<file path="config.mk">
export PLATFORM = sky130hd
export DESIGN_NAME = skew_vote_bp
export DESIGN_NICKNAME = d
export VERILOG_FILES = /design/src/rtl/skew_bp_pkg.sv /design/src/rtl/skew_bp_fold.sv /design/src/rtl/skew_bp_hash.sv /design/src/rtl/skew_bp_bank.sv /design/src/rtl/skew_bp_upd.sv /design/src/rtl/skew_vote_bp.sv
export SDC_FILE = /design/constraint.sdc
export NUM_CORES = 1
export LEC_CHECK = 0
export ABC_AREA = 1
export BUFFER_PORTS_ARGS = -buffer_cell sky130_fd_sc_hd__buf_2
export CAP_MARGIN = 40
export CORE_MARGIN = 8
export CORE_UTILIZATION = 55
export CTS_CLUSTER_SIZE = 10
export DETAILED_ROUTE_END_ITERATION = 10
export HOLD_SLACK_MARGIN = 0.1
export PLACE_DENSITY = 0.74
export REMOVE_ABC_BUFFERS = 1
export SYNTH_ARGS = -nofsm -noshare
export SYNTH_HDL_FRONTEND = slang
export SYNTH_HIERARCHICAL = 1
export SYNTH_SLANG_ARGS = --single-unit
</file>
<file path="constraint.sdc">
create_clock -name clk -period 3.2 [get_ports clk]
set_input_delay 0.64 -clock clk [delete_from_list [all_inputs] [get_ports clk]]
set_output_delay 0.64 -clock clk [all_outputs]
set_load 0.05 [all_outputs]
</file>
<file path="src/rtl/skew_bp_pkg.sv">
package skew_bp_pkg;

  localparam int NUM_BANKS = 3;

  typedef logic [1:0] ctr_t;

  localparam ctr_t CTR_INIT = 2'b01;

  typedef enum logic [1:0] {
    HASH_XOR = 2'd0,
    HASH_ROT = 2'd1,
    HASH_REV = 2'd2
  } hash_kind_e;

  function automatic ctr_t ctr_step(ctr_t c, logic up);
    if (up) return (c == 2'b11) ? c : c + 2'd1;
    return (c == 2'b00) ? c : c - 2'd1;
  endfunction

endpackage

</file>
<file path="src/rtl/skew_bp_fold.sv">
module skew_bp_fold #(
  parameter int PC_W  = 14,
  parameter int IDX_W = 6
) (
  input  logic [PC_W-1:0]  pc,
  output logic [IDX_W-1:0] slice
);
  localparam int NCH = (PC_W + IDX_W - 1) / IDX_W;

  logic [NCH*IDX_W-1:0] pad;
  logic [IDX_W-1:0]     acc;

  always_comb begin
    pad = '0;
    pad[PC_W-1:0] = pc;
    acc = '0;
    for (int c = 0; c < NCH; c++) acc = acc ^ pad[c*IDX_W +: IDX_W];
  end

  assign slice = acc;
endmodule

</file>
<file path="src/rtl/skew_bp_hash.sv">
module skew_bp_hash
  import skew_bp_pkg::*;
#(
  parameter int         W    = 6,
  parameter hash_kind_e KIND = HASH_XOR
) (
  input  logic [W-1:0] hist,
  input  logic [W-1:0] slice,
  output logic [W-1:0] idx
);
  logic [W-1:0] mix;

  if (KIND == HASH_XOR) begin : g_xor
    assign mix = hist;
  end else if (KIND == HASH_ROT) begin : g_rot
    assign mix = {hist[W-2:0], hist[W-1]};
  end else begin : g_rev
    for (genvar i = 0; i < W; i++) begin : g_bit
      assign mix[i] = hist[W-1-i];
    end
  end

  assign idx = mix ^ slice;
endmodule

</file>
<file path="src/rtl/skew_bp_bank.sv">
module skew_bp_bank
  import skew_bp_pkg::*;
#(
  parameter int IDX_W = 6
) (
  input  logic             clk,
  input  logic             rst_n,
  input  logic [IDX_W-1:0] rd_a_idx,
  output ctr_t             rd_a_ctr,
  input  logic [IDX_W-1:0] rd_b_idx,
  output ctr_t             rd_b_ctr,
  input  logic             wr_en,
  input  logic [IDX_W-1:0] wr_idx,
  input  ctr_t             wr_ctr
);
  localparam int DEPTH = 1 << IDX_W;

  ctr_t mem [DEPTH];

  always_ff @(posedge clk or negedge rst_n) begin
    if (!rst_n) begin
      for (int i = 0; i < DEPTH; i++) mem[i] <= CTR_INIT;
    end else if (wr_en) begin
      mem[wr_idx] <= wr_ctr;
    end
  end

  assign rd_a_ctr = mem[rd_a_idx];
  assign rd_b_ctr = mem[rd_b_idx];
endmodule

</file>
<file path="src/rtl/skew_bp_upd.sv">
module skew_bp_upd
  import skew_bp_pkg::*;
#(
  parameter int NB = 3
) (
  input  logic                valid,
  input  logic                taken,
  input  logic [NB-1:0][1:0]  ctr,
  output logic [NB-1:0]       bank_pred,
  output logic [NB-1:0]       wr_en,
  output logic [NB-1:0][1:0]  wr_ctr
);
  logic vote;
  logic mispred;

  for (genvar b = 0; b < NB; b++) begin : g_pred
    assign bank_pred[b] = ctr[b][1];
  end

  assign vote    = ($countones(bank_pred) > NB / 2);
  assign mispred = (vote != taken);

  for (genvar b = 0; b < NB; b++) begin : g_wr
    assign wr_en[b]  = valid && (mispred || (bank_pred[b] == taken));
    assign wr_ctr[b] = ctr_step(ctr[b], taken);
  end
endmodule

</file>
<file path="src/rtl/skew_vote_bp.sv">
module skew_vote_bp
  import skew_bp_pkg::*;
#(
  parameter int PC_W  = 14,
  parameter int IDX_W = 6
) (
  input  logic             clk,
  input  logic             rst_n,
  input  logic             lk_valid,
  output logic             lk_ready,
  input  logic [PC_W-1:0]  lk_pc,
  output logic             lr_valid,
  input  logic             lr_ready,
  output logic             lr_taken,
  output logic [IDX_W-1:0] lr_hist,
  input  logic             rs_valid,
  output logic             rs_ready,
  input  logic [PC_W-1:0]  rs_pc,
  input  logic             rs_taken,
  input  logic [IDX_W-1:0] rs_hist
);
  localparam int HIST_W = IDX_W;

  logic [HIST_W-1:0]                ghr;
  logic [IDX_W-1:0]                 lk_slice;
  logic [IDX_W-1:0]                 rs_slice;
  logic [NUM_BANKS-1:0][IDX_W-1:0]  lk_idx;
  logic [NUM_BANKS-1:0][IDX_W-1:0]  rs_idx;
  logic [NUM_BANKS-1:0][1:0]        lk_ctr;
  logic [NUM_BANKS-1:0][1:0]        rs_ctr;
  logic [NUM_BANKS-1:0][1:0]        wr_ctr;
  logic [NUM_BANKS-1:0]             lk_msb;
  logic [NUM_BANKS-1:0]             rs_bank_pred;
  logic [NUM_BANKS-1:0]             wr_en;
  logic                             lk_vote;
  logic                             lk_fire;

  skew_bp_fold #(.PC_W(PC_W), .IDX_W(IDX_W)) u_lk_fold (.pc(lk_pc), .slice(lk_slice));
  skew_bp_fold #(.PC_W(PC_W), .IDX_W(IDX_W)) u_rs_fold (.pc(rs_pc), .slice(rs_slice));

  for (genvar b = 0; b < NUM_BANKS; b++) begin : g_bank
    localparam hash_kind_e KIND = hash_kind_e'(b);

    skew_bp_hash #(.W(IDX_W), .KIND(KIND)) u_lk_hash (
      .hist  (ghr),
      .slice (lk_slice),
      .idx   (lk_idx[b])
    );

    skew_bp_hash #(.W(IDX_W), .KIND(KIND)) u_rs_hash (
      .hist  (rs_hist),
      .slice (rs_slice),
      .idx   (rs_idx[b])
    );

    skew_bp_bank #(.IDX_W(IDX_W)) u_bank (
      .clk      (clk),
      .rst_n    (rst_n),
      .rd_a_idx (lk_idx[b]),
      .rd_a_ctr (lk_ctr[b]),
      .rd_b_idx (rs_idx[b]),
      .rd_b_ctr (rs_ctr[b]),
      .wr_en    (wr_en[b]),
      .wr_idx   (rs_idx[b]),
      .wr_ctr   (wr_ctr[b])
    );

    assign lk_msb[b] = lk_ctr[b][1];
  end

  skew_bp_upd #(.NB(NUM_BANKS)) u_upd (
    .valid     (rs_valid),
    .taken     (rs_taken),
    .ctr       (rs_ctr),
    .bank_pred (rs_bank_pred),
    .wr_en     (wr_en),
    .wr_ctr    (wr_ctr)
  );

  assign lk_vote  = ($countones(lk_msb) > NUM_BANKS / 2);
  assign lk_ready = !lr_valid || lr_ready;
  assign lk_fire  = lk_valid && lk_ready;
  assign rs_ready = 1'b1;

  always_ff @(posedge clk or negedge rst_n) begin
    if (!rst_n) begin
      lr_valid <= 1'b0;
      lr_taken <= 1'b0;
      lr_hist  <= '0;
    end else if (lk_fire) begin
      lr_valid <= 1'b1;
      lr_taken <= lk_vote;
      lr_hist  <= ghr;
    end else if (lr_ready) begin
      lr_valid <= 1'b0;
    end
  end

  always_ff @(posedge clk or negedge rst_n) begin
    if (!rst_n) ghr <= '0;
    else if (rs_valid) ghr <= {ghr[HIST_W-2:0], rs_taken};
  end
endmodule

</file>
* Yosys cells after proc, flatten, opt, wreduce, memory -nomap -nowiden
Cells that the tools add are included.
Cells by class: add/subtract/negate cells 10, $lt $le $gt $ge 11, equality and inequality tests 7, multiplexer cells 42, bitwise logic cells 16, reductions and logical operators 16
Operators by type and width (count):
- bitwise mux 128 bit | 3
- binary-select mux 2 bit (select 6 bit) | 6
- two-way mux 2 bit | 27
- XOR 6 bit | 8
- greater-or-equal comparator 7 bit, second input constant | 6
- inverter 6 -> 7 bit | 6
- demux 2 bit (select 6 bit) | 3
- adder 32 x 1 -> 32 bit | 1
- greater-than comparator 32 x 2 -> 1 bit, second input constant | 1
- less-than comparator 7 x 1 -> 1 bit, second input constant | 3
- XOR 6 x 2 -> 6 bit | 2
- logical AND 1 bit | 7
- adder 2 x 1 -> 2 bit, second input constant | 3
- equality test 2 bit, second input constant | 3
- logical NOT 2 bit | 3
- subtractor 2 x 1 -> 2 bit, second input constant | 3
- adder 1 x 1 -> 2 bit | 2
- logical OR 1 bit | 4
- adder 2 x 1 -> 3 bit | 1
- equality test 1 bit | 3
- greater-than comparator 3 x 1 -> 1 bit, second input constant | 1
- two-way mux 1 bit | 3
- nonzero test 2 bit | 1
- logical NOT 1 bit | 1
- != test 1 bit | 1
Word-level totals: register bits 398, input bits 40, output and inout port bits 10, word-level logic and storage cells 298

* Depth between registers and ports, before layout
Gate-level depths: netlist of run 1.
word-level depth 13, gate-level depth with buffers 29

* Hierarchy
Netlist of run 1, hierarchy kept.
By module, submodules not included:
- skew_bp_bank | instances 3, cells an instance 1101, area an instance 7519.7 µm², seq. area each 3283.1 µm²
- skew_bp_hash | instances 6, cells an instance 30, area an instance 112.6 µm², seq. area each 0.0 µm²
- skew_vote_bp | instances 1, cells an instance 63, area an instance 600.6 µm², seq. area each 350.3 µm²
- skew_bp_fold | instances 2, cells an instance 22, area an instance 105.1 µm², seq. area each 0.0 µm²
- skew_bp_upd | instances 1, cells an instance 37, area an instance 201.4 µm², seq. area each 0.0 µm²

* Worst setup path before layout of run 1
OpenSTA, ideal clock, no wires.
kind in2reg, start point in rs_pc[1], end point reg g_bank[1].u_bank/mem[81] (netlist name), setup time 0.133 ns, arrival time 4.114 ns, slack -1.047 ns, stages 29, path buffers 2, path through inv_1 -> nand2_1 -> nand2_1 -> nand2_1 -> nand2_1 -> inv_1 -> nand2_1 -> nand2_1 -> clkbuf_1 -> inv_1 -> clkbuf_1 -> nand3_1 -> nand3_1 -> nand2_1 -> nand2_1 -> nand3_1 -> nand3_1 -> nand2_1 -> ha_1 -> nand2_1 -> nand2_1 -> nand2_1 -> nand2_2 -> a21oi_2 -> inv_2 -> nor3_1 -> nand2_1 -> nand2_1 -> o21ai_0
RTL lines:
- start, declared | RTL line skew_vote_bp.sv:18 | input logic [PC_W-1:0] rs_pc,
- end signal, assigned by index | RTL line skew_bp_bank.sv:24 | mem[wr_idx] <= wr_ctr;
- end, declared | RTL line skew_bp_bank.sv:18 | ctr_t mem [DEPTH];

==> results of run 1 <==
==> per-stage QoR <==
step / hold slack (ns) / utilization (%) / area (sq um) / worst slack, ns / power (uW)
detailed placement: 0.459 / 61.9 / 25200 / -1.26 / 14000
floorplan: 0.344 / - / 21800 / -2.44 / 11400
global route: 0.408 / 72.8 / 29600 / -0.511 / 21500
finish: 0.399 / 72.8 / 29600 / -0.373 / 20400
CTS: 0.370 / 71.2 / 28900 / -0.212 / 19900
global placement: 0.453 / 61.9 / 25200 / -1.21 / 13800
==> critical path, delay by kind of cell <==
| family | cells | cell delay (ns) |
|---|---|---|
| AO/OA/AOI/OAI | 2 | 0.30 |
| buffers and inverters | 9 | 1.11 |
| AND/OR/NAND/NOR | 19 | 1.93 |
==> power breakdown <==
part	internal, uW	switching (uW)	total, uW
Sequential	7050	1160	8210
Clock	3010	2120	5130
Combinational	2670	4410	7080
Total	12700	7690	20400
==> final cells by class <==
class | count | area (sq um)
Multi-Input combinational cell | 2457 | 13100
Inverter | 177 | 702
Timing Repair Buffer | 347 | 3440
Fill cell | 2948 | 11100
Clock inverter | 5 | 77.6
Sequential cell | 398 | 10200
Tap cell | 532 | 666
Clock buffer | 79 | 1350
==> worst paths after layout <==
kind	end	cells past startpoint	startpoint	slack, ns
setup / recovery	g_bank[1].u_bank/mem[23]	30	rs_pc[0]	-0.37
hold / removal	ghr[1]	2	rs_valid	0.40
setup reg to reg	g_bank[0].u_bank/mem[73]	21	g_bank[2].u_bank/mem[11]	0.19
hold reg to reg	g_bank[2].u_bank/mem[102]	2	g_bank[2].u_bank/mem[102]	0.46
max in group asynchronous	g_bank[2].u_bank/mem[42]	3	rst_n	1.64
min in group asynchronous	g_bank[0].u_bank/mem[69]	2	rst_n	0.67
==> state kept, by name, indices dropped and copies added (netlist names) <==
signal / count
g_bank.u_bank/mem: 384
ghr: 6
lr_hist: 6
lr_taken: 1
lr_valid: 1
==> routing by layer <==
metal	routed length, um	vias up	track usage [%]
met4	4000	2	15.0
met2	35700	1365	50.5
met3	7870	331	7.11
li1	-	10900	-
met5	13	-	0
met1	29900	11200	41.4
==> repair_timing <==
item	CTS	global route
hold buffers	1	0
setup endpoints to repair	384	384
pin swaps	70	17
setup buffers	16	9
endpoints found under the hold margin	17	0
gates cloned	8	0
resized for setup	678	204
==> tab_implementation.tex, run 1 <==
\begin{tabular}{lr}
\hline
Metric & Value \\
\hline
\multicolumn{2}{l}{\textbf{Worst setup path}} \\
\quad Max stage delay on crit path & 0.33 ns \\
\quad Type of the setup path with the least slack & in2reg \\
\quad Most prevalent standard cell on the critical path & sky130\_fd\_sc\_hd\_\_nand2\_1 \\
\quad Worst Setup Start Kind & input pin \\
\quad Critical path peak fanout & 26 \\
\quad Arrival time of data at the critical path endpoint & 4.01 ns \\
\quad Required time at the endpoint of the critical path & 3.64 ns \\
\quad Crit path max-delay cell type & sky130\_fd\_sc\_hd\_\_nor4\_4 \\
\quad Critical path endpoint category & register \\
\multicolumn{2}{l}{\textbf{Timing}} \\
\quad Post-route setup TNS & -81.71 ns \\
\quad RSZ-0062 raised after global routing & yes \\
\quad Highest achievable clock rate & 280 MHz \\
\quad Max Slew Vio Count & 0 \\
\quad Final critical-path setup slack & -0.373 ns \\
\quad Clock skew & 0.0197 ns \\
\quad Ratio of final minimum period to clock period & 112\% \\
\quad Final hold violation count & 0 \\
\quad Crit path time final & 3.57 ns \\
\quad Worst relative slew slack & about two fifths \\
\quad Slew of the pin with the lowest slew margin & 0.903 ns \\
\quad Final number of setup-violating endpoints & 373 \\
\multicolumn{2}{l}{\textbf{Route}} \\
\quad Total vias in the final route & $\sim$24000 \\
\quad Initial detailed-routing violation count & 3040 \\
\quad First-pass iteration count of the detailed router & 6 \\
\quad Via-to-Cell Ratio & approximately 6.0 \\
\quad Routed wire per std cell & approximately 19 um \\
\quad Antenna violation net count after detailed routing & 0 \\
\quad Post-route DRC violation count & 0 \\
\quad Detailed-route wire length & 77.4 mm \\
\multicolumn{2}{l}{\textbf{Synthesis}} \\
\quad Number of warnings printed during yosys synthesis & 6 \\
\quad Post-synthesis instance area & 22500 sq um \\
\quad Post-synthesis cell count & about 3200 \\
\quad Synth Area per Inst & about 7.0 sq um \\
\multicolumn{2}{l}{\textbf{GRT}} \\
\quad Number of global-route vias before repair & 23100 \\
\quad Pin count of the biggest net entering global routing & between 70 and 80 \\
\quad Antenna violations before repair & 1 \\
\quad Overflow after GRT & 0 \\
\quad Global-route total usage across every layer & 31.9\% \\
\quad First-pass GRT wire length & 123 mm \\
\multicolumn{2}{l}{\textbf{Layout}} \\
\quad Most common cell after layout, fill and taps aside & sky130\_fd\_sc\_hd\_\_nand2\_1 \\
\quad Final nets & roughly 3500 \\
\quad Diode insertion count for antenna repair & 0 \\
\quad Fraction of final layout cells with drive strength greater than 1 & 31.1\% \\
\quad Final instance count without filler cells & approximately 4000 \\
\quad Most frequent cells in the layout & sky130\_fd\_sc\_hd\_\_nand2\_1, sky130\_fd\_sc\_hd\_\_nand3\_1, sky130\_fd\_sc\_hd\_\_dfrtp\_1, sky130\_fd\_sc\_hd\_\_buf\_4, sky130\_fd\_sc\_hd\_\_dfstp\_2 \\
\quad Layout overhead on the synthesized area & 31.4\% \\
\multicolumn{2}{l}{\textbf{CTS}} \\
\quad Clock net sink count & 398 \\
\quad Clock tree from TritonCTS & built \\
\quad Clock slew at the register clock pins of the worst setup and hold paths & $\sim$0.06 ns \\
\quad Max H-tree Level & 2 \\
\quad CTS max path bufs & 3 \\
\quad Number of buffers inserted during clock tree synthesis & between 40 and 50 \\
\quad Clock insertion delay at the later pin of the skew report & 0.58 ns \\
\quad Master cell of the clock root buffer & sky130\_fd\_sc\_hd\_\_clkbuf\_16 \\
\multicolumn{2}{l}{\textbf{Floorplan}} \\
\quad Floorplan row count & 74 \\
\quad Height of the chip & 218 um \\
\quad Die area & between 40000 and 50000 sq um \\
\quad Starting density of the core & 55.4\% \\
\quad Total core area & about 41000 sq um \\
\quad Horizontal die dimension & approximately 220 um \\
\quad Top-Level Pins & 50 \\
\multicolumn{2}{l}{\textbf{Power}} \\
\quad Leakage power & 0.0145 uW \\
\quad Power density normalized to cell area & 691 nW/um\^{}2 \\
\quad Maximum vdd ir drop & 408 uV \\
\multicolumn{2}{l}{\textbf{Placement}} \\
\quad Post-DP HPWL & 49.0 mm \\
\quad Routability cong. & 0.941 \\
\quad Dpl cells & between 3000 and 4000 \\
\quad Number of buffers inserted by port buffering & 48 \\
\multicolumn{2}{l}{\textbf{Status}} \\
\quad Result of the run & finished with violations \\
\quad Violated checks & negative setup slack \\
\multicolumn{2}{l}{\textbf{Run}} \\
\quad Count of maximum capacitance violations & 0 \\
\multicolumn{2}{l}{\textbf{Min path}} \\
\quad Class of the tightest hold or removal check & in2reg \\
\hline
\end{tabular}
Note: power is estimated with default switching activity, not from simulation.
==> run 2: changes to the inputs <==
- clock period: 3.2 -> 3.6 ns (I/O delays scaled with it)
==> run 2 against run 1 <==
Effect of this change:
- total power is 14% lower
- largest power group unchanged
- highest routed layer unchanged
- worst hold slack lost 0.20 ns
- die area stayed put
- sequential power down 12%
- sequential share of layout area is 2.3 points higher
- clock-buffer cell count up 8
- the run still ends with negative setup slack left
- core utilization fell by 4.5 points
- setup slack gained 0.36 ns
- clock skew down 0.0010 ns
==> tab_implementation.tex, run 2 (synthesized netlist as in run 1, its figures left out) <==
\begin{tabular}{lr}
\hline
Metric & Value \\
\hline
\multicolumn{2}{l}{\textbf{Placement}} \\
\quad Post-DP HPWL & 48.4 mm (was 49.0 mm) \\
\quad Placement Cell Area & 24900 sq um (was 25200 sq um) \\
\quad Number of buffers inserted by port buffering & 48 (unchanged) \\
\quad Routability cong. & 0.941 (about the same) \\
\multicolumn{2}{l}{\textbf{Layout}} \\
\quad Layout overhead on the synthesized area & 23.4\% (was 31.4\%) \\
\quad Register ranked first by flip-flop count & g\_bank.u\_bank/mem (unchanged) \\
\quad Most frequent cells in the layout & sky130\_fd\_sc\_hd\_\_nand2\_1, sky130\_fd\_sc\_hd\_\_nand3\_1, sky130\_fd\_sc\_hd\_\_o21ai\_0 (was sky130\_fd\_sc\_hd\_\_nand2\_1, sky130\_fd\_sc\_hd\_\_nand3\_1, sky130\_fd\_sc\_hd\_\_dfrtp\_1, sky130\_fd\_sc\_hd\_\_buf\_4, sky130\_fd\_sc\_hd\_\_dfstp\_2) \\
\quad Fraction of final layout cells with drive strength greater than 1 & 23.3\% (was 31.1\%) \\
\quad Diode insertion count for antenna repair & 0 (unchanged) \\
\quad Final core utilization & 68.3\% (was 72.8\%) \\
\quad Most common cell after layout, fill and taps aside & sky130\_fd\_sc\_hd\_\_nand2\_1 (unchanged) \\
\quad Fin area & 27800 sq um (was 29600 sq um) \\
\quad Final nets & 3454 (was 3471) \\
\quad Largest register FFs & 384 (unchanged) \\
\quad Top flop regs & g\_bank.u\_bank/mem (384), ghr (6), lr\_hist (6) (unchanged) \\
\multicolumn{2}{l}{\textbf{Route}} \\
\quad First-pass iteration count of the detailed router & 10 (was 6) \\
\quad Met3 wire len & 7.84 mm (was 7.87 mm) \\
\quad Detailed-route wire length & 74.6 mm (was 77.4 mm) \\
\quad Initial detailed-routing violation count & 2734 (was 3040) \\
\quad Via-to-Cell Ratio & 5.85 (was 5.95) \\
\quad Met2 routed wirelength & 34.2 mm (was 35.7 mm) \\
\quad Detailed-route wire length on metal 1 & 29.2 mm (was 29.9 mm) \\
\quad Total vias in the final route & 23300 (was 23800) \\
\quad Post-route DRC violation count & 0 (unchanged) \\
\quad Routed wire per std cell & 18.7 um (was 19.4 um) \\
\quad Antenna violation net count after detailed routing & 0 (unchanged) \\
\quad Highest metal layer with signal wires & met5 (unchanged) \\
\multicolumn{2}{l}{\textbf{Run}} \\
\quad Count of maximum capacitance violations & 0 (unchanged) \\
\multicolumn{2}{l}{\textbf{Power}} \\
\quad Leakage power & 0.0125 uW (was 0.0145 uW) \\
\quad Maximum vdd ir drop & 404 uV (was 408 uV) \\
\quad Power density normalized to cell area & 629 nW/um\^{}2 (was 691 nW/um\^{}2) \\
\multicolumn{2}{l}{\textbf{Worst setup path}} \\
\quad Family with the most delay on the worst path & simple AND/OR/NAND/NOR gates (unchanged) \\
\quad Crit path max-delay cell type & sky130\_fd\_sc\_hd\_\_nor4\_4 (unchanged) \\
\quad Arrival time of data at the critical path endpoint & 4.05 ns (was 4.01 ns) \\
\quad Worst flop-to-flop path startpoint & g\_bank[2].u\_bank/mem[89] (was g\_bank[2].u\_bank/mem[11]) \\
\quad CP Depth & 31 (was 30) \\
\quad Max stage delay on crit path & 0.33 ns (about the same) \\
\quad R2r setup slk & 0.63 ns (was 0.19 ns) \\
\quad Critical path peak fanout & 8 (was 26) \\
\quad Required time at the endpoint of the critical path & 4.04 ns (was 3.64 ns) \\
\quad Capturing element of the worst setup path & g\_bank[0].u\_bank/mem[39] (was g\_bank[1].u\_bank/mem[23]) \\
\quad Critical path endpoint category & register (unchanged) \\
\quad Number of buffers and inverters on the critical path & 7 (was 9) \\
\quad Most prevalent standard cell on the critical path & sky130\_fd\_sc\_hd\_\_nand2\_2 (was sky130\_fd\_sc\_hd\_\_nand2\_1) \\
\quad Type of the setup path with the least slack & in2reg (unchanged) \\
\quad Worst Setup Start Kind & input pin (unchanged) \\
\quad Crit. Startpoint & rs\_pc[6] (was rs\_pc[0]) \\
\quad R2R cell count & 20 (was 21) \\
\quad Worst r2r dst & g\_bank[0].u\_bank/mem[39] (was g\_bank[0].u\_bank/mem[73]) \\
\multicolumn{2}{l}{\textbf{Timing}} \\
\quad Final hold violation count & 0 (unchanged) \\
\quad Final critical-path setup slack & -0.0116 ns (was -0.373 ns) \\
\quad Final hold slack & 0.194 ns (was 0.399 ns) \\
\quad Slew of the pin with the lowest slew margin & 0.939 ns (was 0.903 ns) \\
\quad Crit path time final & between 3 and 4 ns \\
\quad RSZ-0062 raised after global routing & yes (unchanged) \\
\quad Max Slew Vio Count & 0 (unchanged) \\
\quad Highest achievable clock rate & between 200 and 300 MHz \\
\quad Worst relative slew slack & 37.1\% (was 39.4\%) \\
\quad Ratio of final minimum period to clock period & 100\% \\
\quad Final number of setup-violating endpoints & 2 (was 373) \\
\quad Clock skew & 0.0187 ns (was 0.0197 ns) \\
\multicolumn{2}{l}{\textbf{GRT}} \\
\quad Global-route total usage across every layer & 29.5\% (was 31.9\%) \\
\quad Number of global-route vias before repair & 21900 (was 23100) \\
\quad Pin count of the biggest net entering global routing & 103 (was 79) \\
\quad First-pass GRT wire length & 115 mm (was 123 mm) \\
\quad Antenna violations before repair & 1 (unchanged) \\
\quad Overflow after GRT & 0 (unchanged) \\
\multicolumn{2}{l}{\textbf{Floorplan}} \\
\quad Die area & 47600 sq um (unchanged) \\
\quad Total core area & 40600 sq um (unchanged) \\
\quad Top-Level Pins & 50 (unchanged) \\
\quad Floorplan row count & 74 (unchanged) \\
\quad Height of the chip & 218 um (unchanged) \\
\quad Horizontal die dimension & 218 um (unchanged) \\
\quad Starting density of the core & 55.4\% (unchanged) \\
\multicolumn{2}{l}{\textbf{CTS}} \\
\quad Clock net sink count & 398 (unchanged) \\
\quad Master cell of the clock root buffer & sky130\_fd\_sc\_hd\_\_clkbuf\_16 (unchanged) \\
\quad Number of buffers inserted during clock tree synthesis & 47 (was 48) \\
\quad Clock slew at the register clock pins of the worst setup and hold paths & 0.05 ns (was 0.06 ns) \\
\quad Clock tree from TritonCTS & built (unchanged) \\
\quad CTS max path bufs & 3 (unchanged) \\
\quad CTS Hold Buffers Added & 0 (was 1) \\
\quad Clock insertion delay at the later pin of the skew report & 0.58 ns (about the same) \\
\quad Max H-tree Level & 2 (unchanged) \\
\multicolumn{2}{l}{\textbf{Status}} \\
\quad Violated checks & negative setup slack (unchanged) \\
\quad Result of the run & finished with violations (unchanged) \\
\multicolumn{2}{l}{\textbf{Min path}} \\
\quad Class of the tightest hold or removal check & in2async (was in2reg) \\
\hline
\end{tabular}
run 2: changes by cell type in the layout (fill, tap and decap cells not counted), sizes merged:
cell	before	now
buf	342	317
clkbuf	79	101
bufbuf	4	0
bufinv	2	0
clkinv	10	9
clkinvlp	1	0
dlygate4sd3	1	0
inv	169	168
run 2: per-stage QoR:
step	power, uW	worst slack [ns]	std cells	TNS [ns]
6_report	17500	-0.0116	3982	-0.0223
5_1_grt	18400	-0.239	3982	-27.10
4_1_cts	17000	0.000991	3954	0
3_5_place_dp	12400	-0.853	3860	-278.30
3_3_place_gp	12200	-0.783	3860	-254.82
2_1_floorplan	10100	-2.12	3032	-718.98
run 2: final cells by class:
| class | instances | area, sq um |
|---|---|---|
| clock buffer | 87 | 1410 |
| fill | 3325 | 12900 |
| inverter | 177 | 719 |
| multi-input combinational | 2457 | 11600 |
| sequential | 398 | 10200 |
| tap | 532 | 666 |
| timing repair buffer | 331 | 3150 |
run 2: repair_timing:
action	4_1_cts	5_1_grt
setup endpoints to repair	348	384
resized for setup	35	252
gates cloned	3	14
buffers inserted	4	15
pin swaps	6	83
run 2: how the worst min path moves through the flow:
| stage | from | endpoint |
|---|---|---|
| finish | rst_n | g_bank[1].u_bank/mem[71] |
| global route | rst_n | g_bank[1].u_bank/mem[53] |
| CTS | rst_n | g_bank[1].u_bank/mem[51] |
| detailed placement | g_bank[0].u_bank/mem[32] | g_bank[0].u_bank/mem[32] |
| global placement | lr_hist[5] | lr_hist[5] |
| floorplan | rst_n | g_bank[0].u_bank/mem[101] |
run 2: power by group:
part	switching, uW	internal, uW
sequential	983	6260
combinational	3600	2150
clock	1870	2610
total	6450	11000
run 2: layer usage:
metal / global-route usage [%] / vias to the layer above
li1: - / 10800
met1: 39.1 / 10900
met2: 46.7 / 1288
met3: 5.53 / 285
met4: 13.4 / 2
met5: 0 / -
